File: config.mk
export PLATFORM = sky130hd
export DESIGN_NAME = acc_cpu
export DESIGN_NICKNAME = d
export VERILOG_FILES = /design/src/rtl/acc_cpu_pkg.sv /design/src/rtl/acc_alu.sv /design/src/rtl/acc_psw.sv /design/src/rtl/acc_cpu.sv
export SDC_FILE = /design/constraint.sdc
export NUM_CORES = 1
export LEC_CHECK = 0
export CAP_MARGIN = 20
export CELL_PAD_IN_SITES_DETAIL_PLACEMENT = 1
export CELL_PAD_IN_SITES_GLOBAL_PLACEMENT = 2
export CORE_MARGIN = 5
export CORE_UTILIZATION = 37
export DETAILED_ROUTE_END_ITERATION = 8
export PLACE_DENSITY_LB_ADDON = 0.1
export SETUP_SLACK_MARGIN = 0.02
export SKIP_LAST_GASP = 1
export SLEW_MARGIN = 20
export SYNTH_ARGS = -nofsm -noshare
export SYNTH_HDL_FRONTEND = slang
export SYNTH_SLANG_ARGS = --single-unit
export TNS_END_PERCENT = 20
File: constraint.sdc
create_clock -name clk -period 5.06 [get_ports clk]
set_input_delay 1.012 -clock clk [delete_from_list [all_inputs] [get_ports clk]]
set_output_delay 1.012 -clock clk [all_outputs]
set_load 0.02 [all_outputs]
File: src/rtl/acc_cpu_pkg.sv
package acc_cpu_pkg;

  localparam logic [3:0] OP_HALT  = 4'h0;
  localparam logic [3:0] OP_LOAD  = 4'h1;
  localparam logic [3:0] OP_STORE = 4'h2;
  localparam logic [3:0] OP_SETIE = 4'h3;
  localparam logic [3:0] OP_ADD   = 4'h5;
  localparam logic [3:0] OP_RTI   = 4'hF;

  // bit positions of the saved status word
  localparam int PSW_IE  = 0;
  localparam int PSW_SUP = 1;
  localparam int PSW_P   = 4;
  localparam int PSW_N   = 5;
  localparam int PSW_Z   = 6;
  localparam int PSW_V   = 7;

  typedef struct packed {
    logic v;
    logic z;
    logic n;
    logic p;
  } flags_t;

  typedef enum logic [3:0] {
    S_FETCH, S_FWAIT, S_FLATCH, S_EXEC,
    S_MWAIT, S_MDATA, S_INTCHK, S_PUSHPC,
    S_VEC, S_VWAIT, S_VLOAD,
    S_RWAIT1, S_RPC, S_RWAIT2, S_RPSW, S_HALT
  } state_t;

endpackage

File: src/rtl/acc_alu.sv
module acc_alu
  import acc_cpu_pkg::*;
#(
  parameter int DATA_W = 16
) (
  input  logic              do_add,
  input  logic [DATA_W-1:0] acc,
  input  logic [DATA_W-1:0] operand,
  output logic [DATA_W-1:0] result,
  output flags_t            flags
);

  logic [DATA_W-1:0] sum;

  always_comb begin
    sum     = acc + operand;
    result  = do_add ? sum : operand;
    flags.v = do_add && (acc[DATA_W-1] == operand[DATA_W-1])
                     && (sum[DATA_W-1] != acc[DATA_W-1]);
    flags.z = (result == '0);
    flags.n = result[DATA_W-1];
    flags.p = !flags.z && !result[DATA_W-1];
  end

endmodule

File: src/rtl/acc_psw.sv
module acc_psw
  import acc_cpu_pkg::*;
#(
  parameter int DATA_W = 16
) (
  input  logic              clk,
  input  logic              rst,
  input  logic              flag_we,
  input  flags_t            flags_in,
  input  logic              ie_we,
  input  logic              ie_in,
  input  logic              enter_int,
  input  logic              restore_we,
  input  logic              restore_ie,
  input  logic              restore_sup,
  input  flags_t            restore_flags,
  output logic              ie,
  output logic              sup,
  output flags_t            flags,
  output logic [DATA_W-1:0] word
);

  always_ff @(posedge clk) begin
    if (rst) begin
      ie    <= 1'b0;
      sup   <= 1'b0;
      flags <= '0;
    end else if (restore_we) begin
      ie    <= restore_ie;
      sup   <= restore_sup;
      flags <= restore_flags;
    end else if (enter_int) begin
      ie  <= 1'b0;
      sup <= 1'b1;
    end else begin
      if (ie_we)   ie    <= ie_in;
      if (flag_we) flags <= flags_in;
    end
  end

  always_comb begin
    word          = '0;
    word[PSW_IE]  = ie;
    word[PSW_SUP] = sup;
    word[PSW_P]   = flags.p;
    word[PSW_N]   = flags.n;
    word[PSW_Z]   = flags.z;
    word[PSW_V]   = flags.v;
  end


  sign_flags_chk: assert property (@(posedge clk) disable iff (rst)
    flag_we |=> $onehot0({flags.p, flags.n, flags.z}));


  flags_hold_chk: assert property (@(posedge clk) disable iff (rst)
    (!flag_we && !restore_we) |=> $stable(flags));


  entry_mode_chk: assert property (@(posedge clk) disable iff (rst)
    (enter_int && !restore_we) |=> (!ie && sup));

endmodule

File: src/rtl/acc_cpu.sv
module acc_cpu
  import acc_cpu_pkg::*;
#(
  parameter int DATA_W   = 16,
  parameter int ADDR_W   = 12,
  parameter int RESET_PC = 'h100,
  parameter int VEC_BASE = 0
) (
  input  logic              clk,
  input  logic              rst,
  output logic [ADDR_W-1:0] mem_addr,
  output logic [DATA_W-1:0] mem_wdata,
  output logic              mem_we,
  input  logic [DATA_W-1:0] mem_rdata,
  input  logic              irq_req,
  input  logic [1:0]        irq_type,
  output logic              irq_ack,
  output logic              halted
);

  localparam int OP_W = DATA_W - ADDR_W;
  localparam logic [ADDR_W-1:0] STACK_TOP = {ADDR_W{1'b1}};
  localparam logic [OP_W-1:0] C_HALT  = OP_W'(OP_HALT);
  localparam logic [OP_W-1:0] C_LOAD  = OP_W'(OP_LOAD);
  localparam logic [OP_W-1:0] C_STORE = OP_W'(OP_STORE);
  localparam logic [OP_W-1:0] C_SETIE = OP_W'(OP_SETIE);
  localparam logic [OP_W-1:0] C_ADD   = OP_W'(OP_ADD);
  localparam logic [OP_W-1:0] C_RTI   = OP_W'(OP_RTI);

  state_t            state;
  logic [ADDR_W-1:0] pc, sp;
  logic [DATA_W-1:0] ir, acc;
  logic [OP_W-1:0]   op;
  logic [ADDR_W-1:0] opnd_addr;

  logic              psw_ie, psw_sup;
  flags_t            psw_flags, alu_flags, rest_flags;
  logic [DATA_W-1:0] psw_word, alu_result;
  logic              is_arith, flag_we, ie_we, enter_int, restore_we;

  assign op        = ir[DATA_W-1:ADDR_W];
  assign opnd_addr = ir[ADDR_W-1:0];
  assign is_arith  = (op == C_LOAD) || (op == C_ADD);
  assign flag_we   = (state == S_MDATA) && is_arith;
  assign ie_we     = (state == S_MDATA) && (op == C_SETIE);
  assign enter_int = (state == S_PUSHPC);
  assign restore_we = (state == S_RPSW);
  assign rest_flags = '{v: mem_rdata[PSW_V], z: mem_rdata[PSW_Z],
                        n: mem_rdata[PSW_N], p: mem_rdata[PSW_P]};

  acc_alu #(.DATA_W(DATA_W)) u_alu (
    .do_add  (op == C_ADD),
    .acc     (acc),
    .operand (mem_rdata),
    .result  (alu_result),
    .flags   (alu_flags)
  );

  acc_psw #(.DATA_W(DATA_W)) u_psw (
    .clk           (clk),
    .rst           (rst),
    .flag_we       (flag_we),
    .flags_in      (alu_flags),
    .ie_we         (ie_we),
    .ie_in         (mem_rdata[0]),
    .enter_int     (enter_int),
    .restore_we    (restore_we),
    .restore_ie    (mem_rdata[PSW_IE]),
    .restore_sup   (mem_rdata[PSW_SUP]),
    .restore_flags (rest_flags),
    .ie            (psw_ie),
    .sup           (psw_sup),
    .flags         (psw_flags),
    .word          (psw_word)
  );

  always_ff @(posedge clk) begin
    if (rst) begin
      state     <= S_FETCH;
      pc        <= ADDR_W'(RESET_PC);
      sp        <= STACK_TOP;
      ir        <= '0;
      acc       <= '0;
      mem_addr  <= '0;
      mem_wdata <= '0;
      mem_we    <= 1'b0;
      irq_ack   <= 1'b0;
      halted    <= 1'b0;
    end else begin
      mem_we  <= 1'b0;
      irq_ack <= 1'b0;
      case (state)
        S_FETCH: begin
          mem_addr <= pc;
          state    <= S_FWAIT;
        end
        S_FWAIT:  state <= S_FLATCH;
        S_FLATCH: begin
          ir    <= mem_rdata;
          pc    <= pc + 1'b1;
          state <= S_EXEC;
        end
        S_EXEC: begin
          if (op == C_HALT) begin
            halted <= 1'b1;
            state  <= S_HALT;
          end else if (is_arith || op == C_SETIE) begin
            mem_addr <= opnd_addr;
            state    <= S_MWAIT;
          end else if (op == C_STORE) begin
            mem_addr  <= opnd_addr;
            mem_wdata <= acc;
            mem_we    <= 1'b1;
            state     <= S_INTCHK;
          end else if (op == C_RTI) begin
            mem_addr <= sp + 1'b1;
            state    <= S_RWAIT1;
          end else begin
            state <= S_INTCHK;
          end
        end
        S_MWAIT: state <= S_MDATA;
        S_MDATA: begin
          if (is_arith) acc <= alu_result;
          state <= S_INTCHK;
        end
        S_INTCHK: begin
          if (psw_ie && irq_req) begin
            irq_ack   <= 1'b1;
            mem_addr  <= sp;
            mem_wdata <= psw_word;
            mem_we    <= 1'b1;
            sp        <= sp - 1'b1;
            state     <= S_PUSHPC;
          end else begin
            state <= S_FETCH;
          end
        end
        S_PUSHPC: begin
          mem_addr  <= sp;
          mem_wdata <= DATA_W'(pc);
          mem_we    <= 1'b1;
          sp        <= sp - 1'b1;
          state     <= S_VEC;
        end
        S_VEC: begin
          mem_addr <= ADDR_W'(VEC_BASE) + ADDR_W'(irq_type);
          state    <= S_VWAIT;
        end
        S_VWAIT: state <= S_VLOAD;
        S_VLOAD: begin
          pc    <= mem_rdata[ADDR_W-1:0];
          state <= S_FETCH;
        end
        S_RWAIT1: state <= S_RPC;
        S_RPC: begin
          pc       <= mem_rdata[ADDR_W-1:0];
          mem_addr <= sp + ADDR_W'(2);
          state    <= S_RWAIT2;
        end
        S_RWAIT2: state <= S_RPSW;
        S_RPSW: begin
          sp    <= sp + ADDR_W'(2);
          state <= S_INTCHK;
        end
        S_HALT:  state <= S_HALT;
        default: state <= S_FETCH;
      endcase
    end
  end


  pc_step_chk: assert property (@(posedge clk) disable iff (rst)
    (state == S_FLATCH) |=> (pc == $past(pc) + 1'b1));


  ack_pulse_chk: assert property (@(posedge clk) disable iff (rst)
    irq_ack |=> !irq_ack);


  ack_push_chk: assert property (@(posedge clk) disable iff (rst)
    irq_ack |-> (mem_we && mem_wdata == psw_word && psw_ie));


  ack_gate_chk: assert property (@(posedge clk) disable iff (rst)
    irq_ack |-> $past(psw_ie));


  ie_clear_chk: assert property (@(posedge clk) disable iff (rst)
    irq_ack |=> (!psw_ie && psw_sup));


  halt_quiet_chk: assert property (@(posedge clk) disable iff (rst)
    halted |=> (halted && !mem_we && !irq_ack));

endmodule

==> metrics.txt <==
fin crit share 0.754; DRC viols 0; critical path type in2reg; post_cts resized 0; # Max-Cap Violations 0; Logic pwr share 0.145; average wire per standard cell 21.0 um; fill cell count 2050; Post-CTS Setup Inserts 0; die area 19600 um2; setup TNS after final layout 0 ns; layout cells sized above 1 0.0446; met3 usage 0.0375; Slew Limit Headroom 0.275; drt first pass iters 7; RSZ-0062 raised after global routing no; NumNets Final 890; sequential area share after synthesis 0.310; Final Critical Period 3.81 ns; gp weighted congestion 0.906; overall die height around 140 um; Max Fclk around 260 MHz; core region area 16600 um2; Worst Skew 0.00796 ns; Sequential Power Share 0.462; ANT cells 0; Arrival @ worst endpoint 4.01 ns; io pins 52; Power Dens Cells 249 nW/um2; maximum level of the CTS H-tree 3; Final WS setup 1.25 ns; largest net degree at the start of global routing 99; later-pin clock latency in the skew report 0.36 ns; sw frac 0.301; CTS tree done; Final setup viols 0; Worst EP required 5.26 ns; final antenna-violating net count 0; IO buf count 51; EDFF count, synth 0; final slew viol count 0; Syn Inst Count between 800 and 900; Static Leak 0.00263 uW; clock-pin slew on the worst setup and hold paths ~0.070 ns; Final Hold Fails 0; antenna violations before repair 0; Post-Syn Area 6270 um2; switching power of the nets between 500 and 600 uW; Peak VDD IR 0.162 mV; Clk pwr share 0.393; grt ovf 0; Netlist cell types 71; status finished, final reports clean; CTS Buf Count 9; dpl hpwl 16800 um; Post-Syn Nets 889; Post-CTS Hold Fix Bufs 0; drt initial violations 520; Ys Warns 0; Mean Syn Cell Area 7.41 um2; Setup crit start kind input pin; final wirelength 22500 um; vias in the first global route 6597; Via Count 6534; Area Growth Syn to Fin 13.8%; Max FO, Critical Path 6; GR Util met2 0.364; FP Rows 47; Total GRT Usage 0.227; Primary FF master, synth dfxtp_1; CP endpoint kind flip-flop; ys async rst share 0; gr busiest metal met2; Tightest Pin Transition 1.09 ns; Clk Tree Root Cell clkbuf_16; worst slack at placement 0.915 ns; global-route wire length before repair about 36000 um; met1 usage 0.322; Synth Register Bits between 90 and 100; Die Wd 140 um; clk sinks 97; worst hold path type reg2reg; internal cell power 1240 uW; Via density 6.10; clock buffer depth 2; Starting Density 0.378
==> kinds of logic (layout without fill, tap and decap cells) <==
| family | Yosys count | in the layout | synth area share |
|---|---|---|---|
| flip-flops | 97 | 97 | 0.310 |
| XOR/XNOR | 18 | 18 | 0.0252 |
| buffers and inverters | 82 | 88 | 0.0529 |
| AND/OR/NAND/NOR | 365 | 365 | 0.282 |
| AO/OA/AOI/OAI | 258 | 258 | 0.279 |
| multiplexers | 4 | 4 | 0.00639 |
| adder cells (fa/ha/maj) | 22 | 22 | 0.0451 |
==> sequential cells by signal (all words and copies together) (netlist names) <==
name / count
sp: 12
acc: 16
mem_we: 1
state: 4
u_psw.sup: 1
u_psw.ie: 1
mem_wdata: 16
pc: 12
mem_addr: 12
ir: 16
irq_ack: 1
u_psw.flags: 4
halted: 1
==> final cells by class <==
cell class                 count  area [um2]  share of cell area
clock inverter                 5        45.0             0.00632
tap                          220         275              0.0386
sequential                    97        1940               0.272
multi-input combinational    667        4010               0.562
clock buffer                  11         243              0.0340
timing repair buffer          60         576              0.0807
inverter                      12        45.0             0.00632
==> critical path, stage by stage <==
cell             delay (ns)
clkdlybuf4s50_1        0.51
ha_1                   0.31
fa_1                   0.44
a211o_1                0.34
a21oi_1                0.24
o21ai_0                0.17
and4_1                 0.25
nor3_1                 0.28
and4_1                 0.27
a21bo_1                0.13
a211oi_2               0.06
==> cells in the mapped netlist (5+ instances only) <==
cell | n | share of area
a222oi_1 | 5 | 0.0080
o21ai_0 | 42 | 0.034
nand4_1 | 7 | 0.0070
or3_1 | 8 | 0.0080
xnor2_1 | 9 | 0.013
nand2_1 | 99 | 0.059
nand3b_1 | 5 | 0.0060
ha_1 | 21 | 0.042
and2_1 | 10 | 0.010
nor4_1 | 8 | 0.0080
nor3b_1 | 7 | 0.0084
a21o_1 | 9 | 0.011
a31oi_1 | 5 | 0.0050
clkbuf_1 | 47 | 0.028
o211ai_1 | 14 | 0.017
a221oi_1 | 22 | 0.031
buf_1 | 9 | 0.0054
dfxtp_1 | 97 | 0.31
nor2_1 | 105 | 0.063
inv_1 | 12 | 0.0072
a311oi_1 | 12 | 0.017
a211oi_1 | 20 | 0.024
and3_1 | 20 | 0.020
nand3_1 | 24 | 0.019
xor2_1 | 9 | 0.013
o22ai_1 | 7 | 0.0070
buf_2 | 13 | 0.010
nand2b_1 | 15 | 0.015
nor3_1 | 35 | 0.028
a21oi_1 | 78 | 0.062
==> per-layer routing <==
layer | share of wire | up-vias
met4 | 0.017 | 0
li1 | - | 3105
met3 | 0.043 | 28
met2 | 0.46 | 159
met1 | 0.48 | 3242
met5 | 0 | -
==> worst paths after layout <==
check                startpoint             end  slack, ns  depth (start not counted)
setup / recovery   mem_rdata[0]  u_psw.flags[0]       1.25                         11
hold / removal    mem_wdata[13]   mem_wdata[13]       0.46                          2
setup reg to reg       state[1]    mem_wdata[3]       1.74                          6
hold reg to reg   mem_wdata[13]   mem_wdata[13]       0.46                          2
==> through the flow <==
| step | cell area, um2 | hold slack [ns] | std cells | util | total power [uW] |
|---|---|---|---|---|---|
| floorplan | 6270 | 0.433 | 846 | - | 986 |
| global placement | 6840 | 0.441 | 1056 | 0.413 | 1090 |
| detailed placement | 6840 | 0.448 | 1056 | 0.413 | 1090 |
| CTS | 7130 | 0.459 | 1072 | 0.430 | 1790 |
| global route | 7130 | 0.483 | 1072 | 0.430 | 1850 |
| finish | 7130 | 0.457 | 1072 | 0.430 | 1770 |
==> cells in the final DEF (no fill, tap or decap), types with 20 or more instances in the layout <==
| cell | instances |
|---|---|
| a211oi_1 | 20 |
| a21oi_1 | 78 |
| a221oi_1 | 22 |
| and3_1 | 20 |
| clkdlybuf4s50_1 | 50 |
| dfxtp_1 | 97 |
| ha_1 | 21 |
| nand2_1 | 99 |
| nand3_1 | 24 |
| nor2_1 | 104 |
| nor3_1 | 35 |
| o21ai_0 | 41 |
==> power groups by stage <==
stage	logic [uW]	registers, uW	clock network, uW
2_1_floorplan	149	836	0
3_5_place_dp	255	838	0
3_3_place_gp	250	837	0
5_1_grt	280	824	749
4_1_cts	257	821	716
6_report	257	820	697
Note: power is estimated with default switching activity, not from simulation.
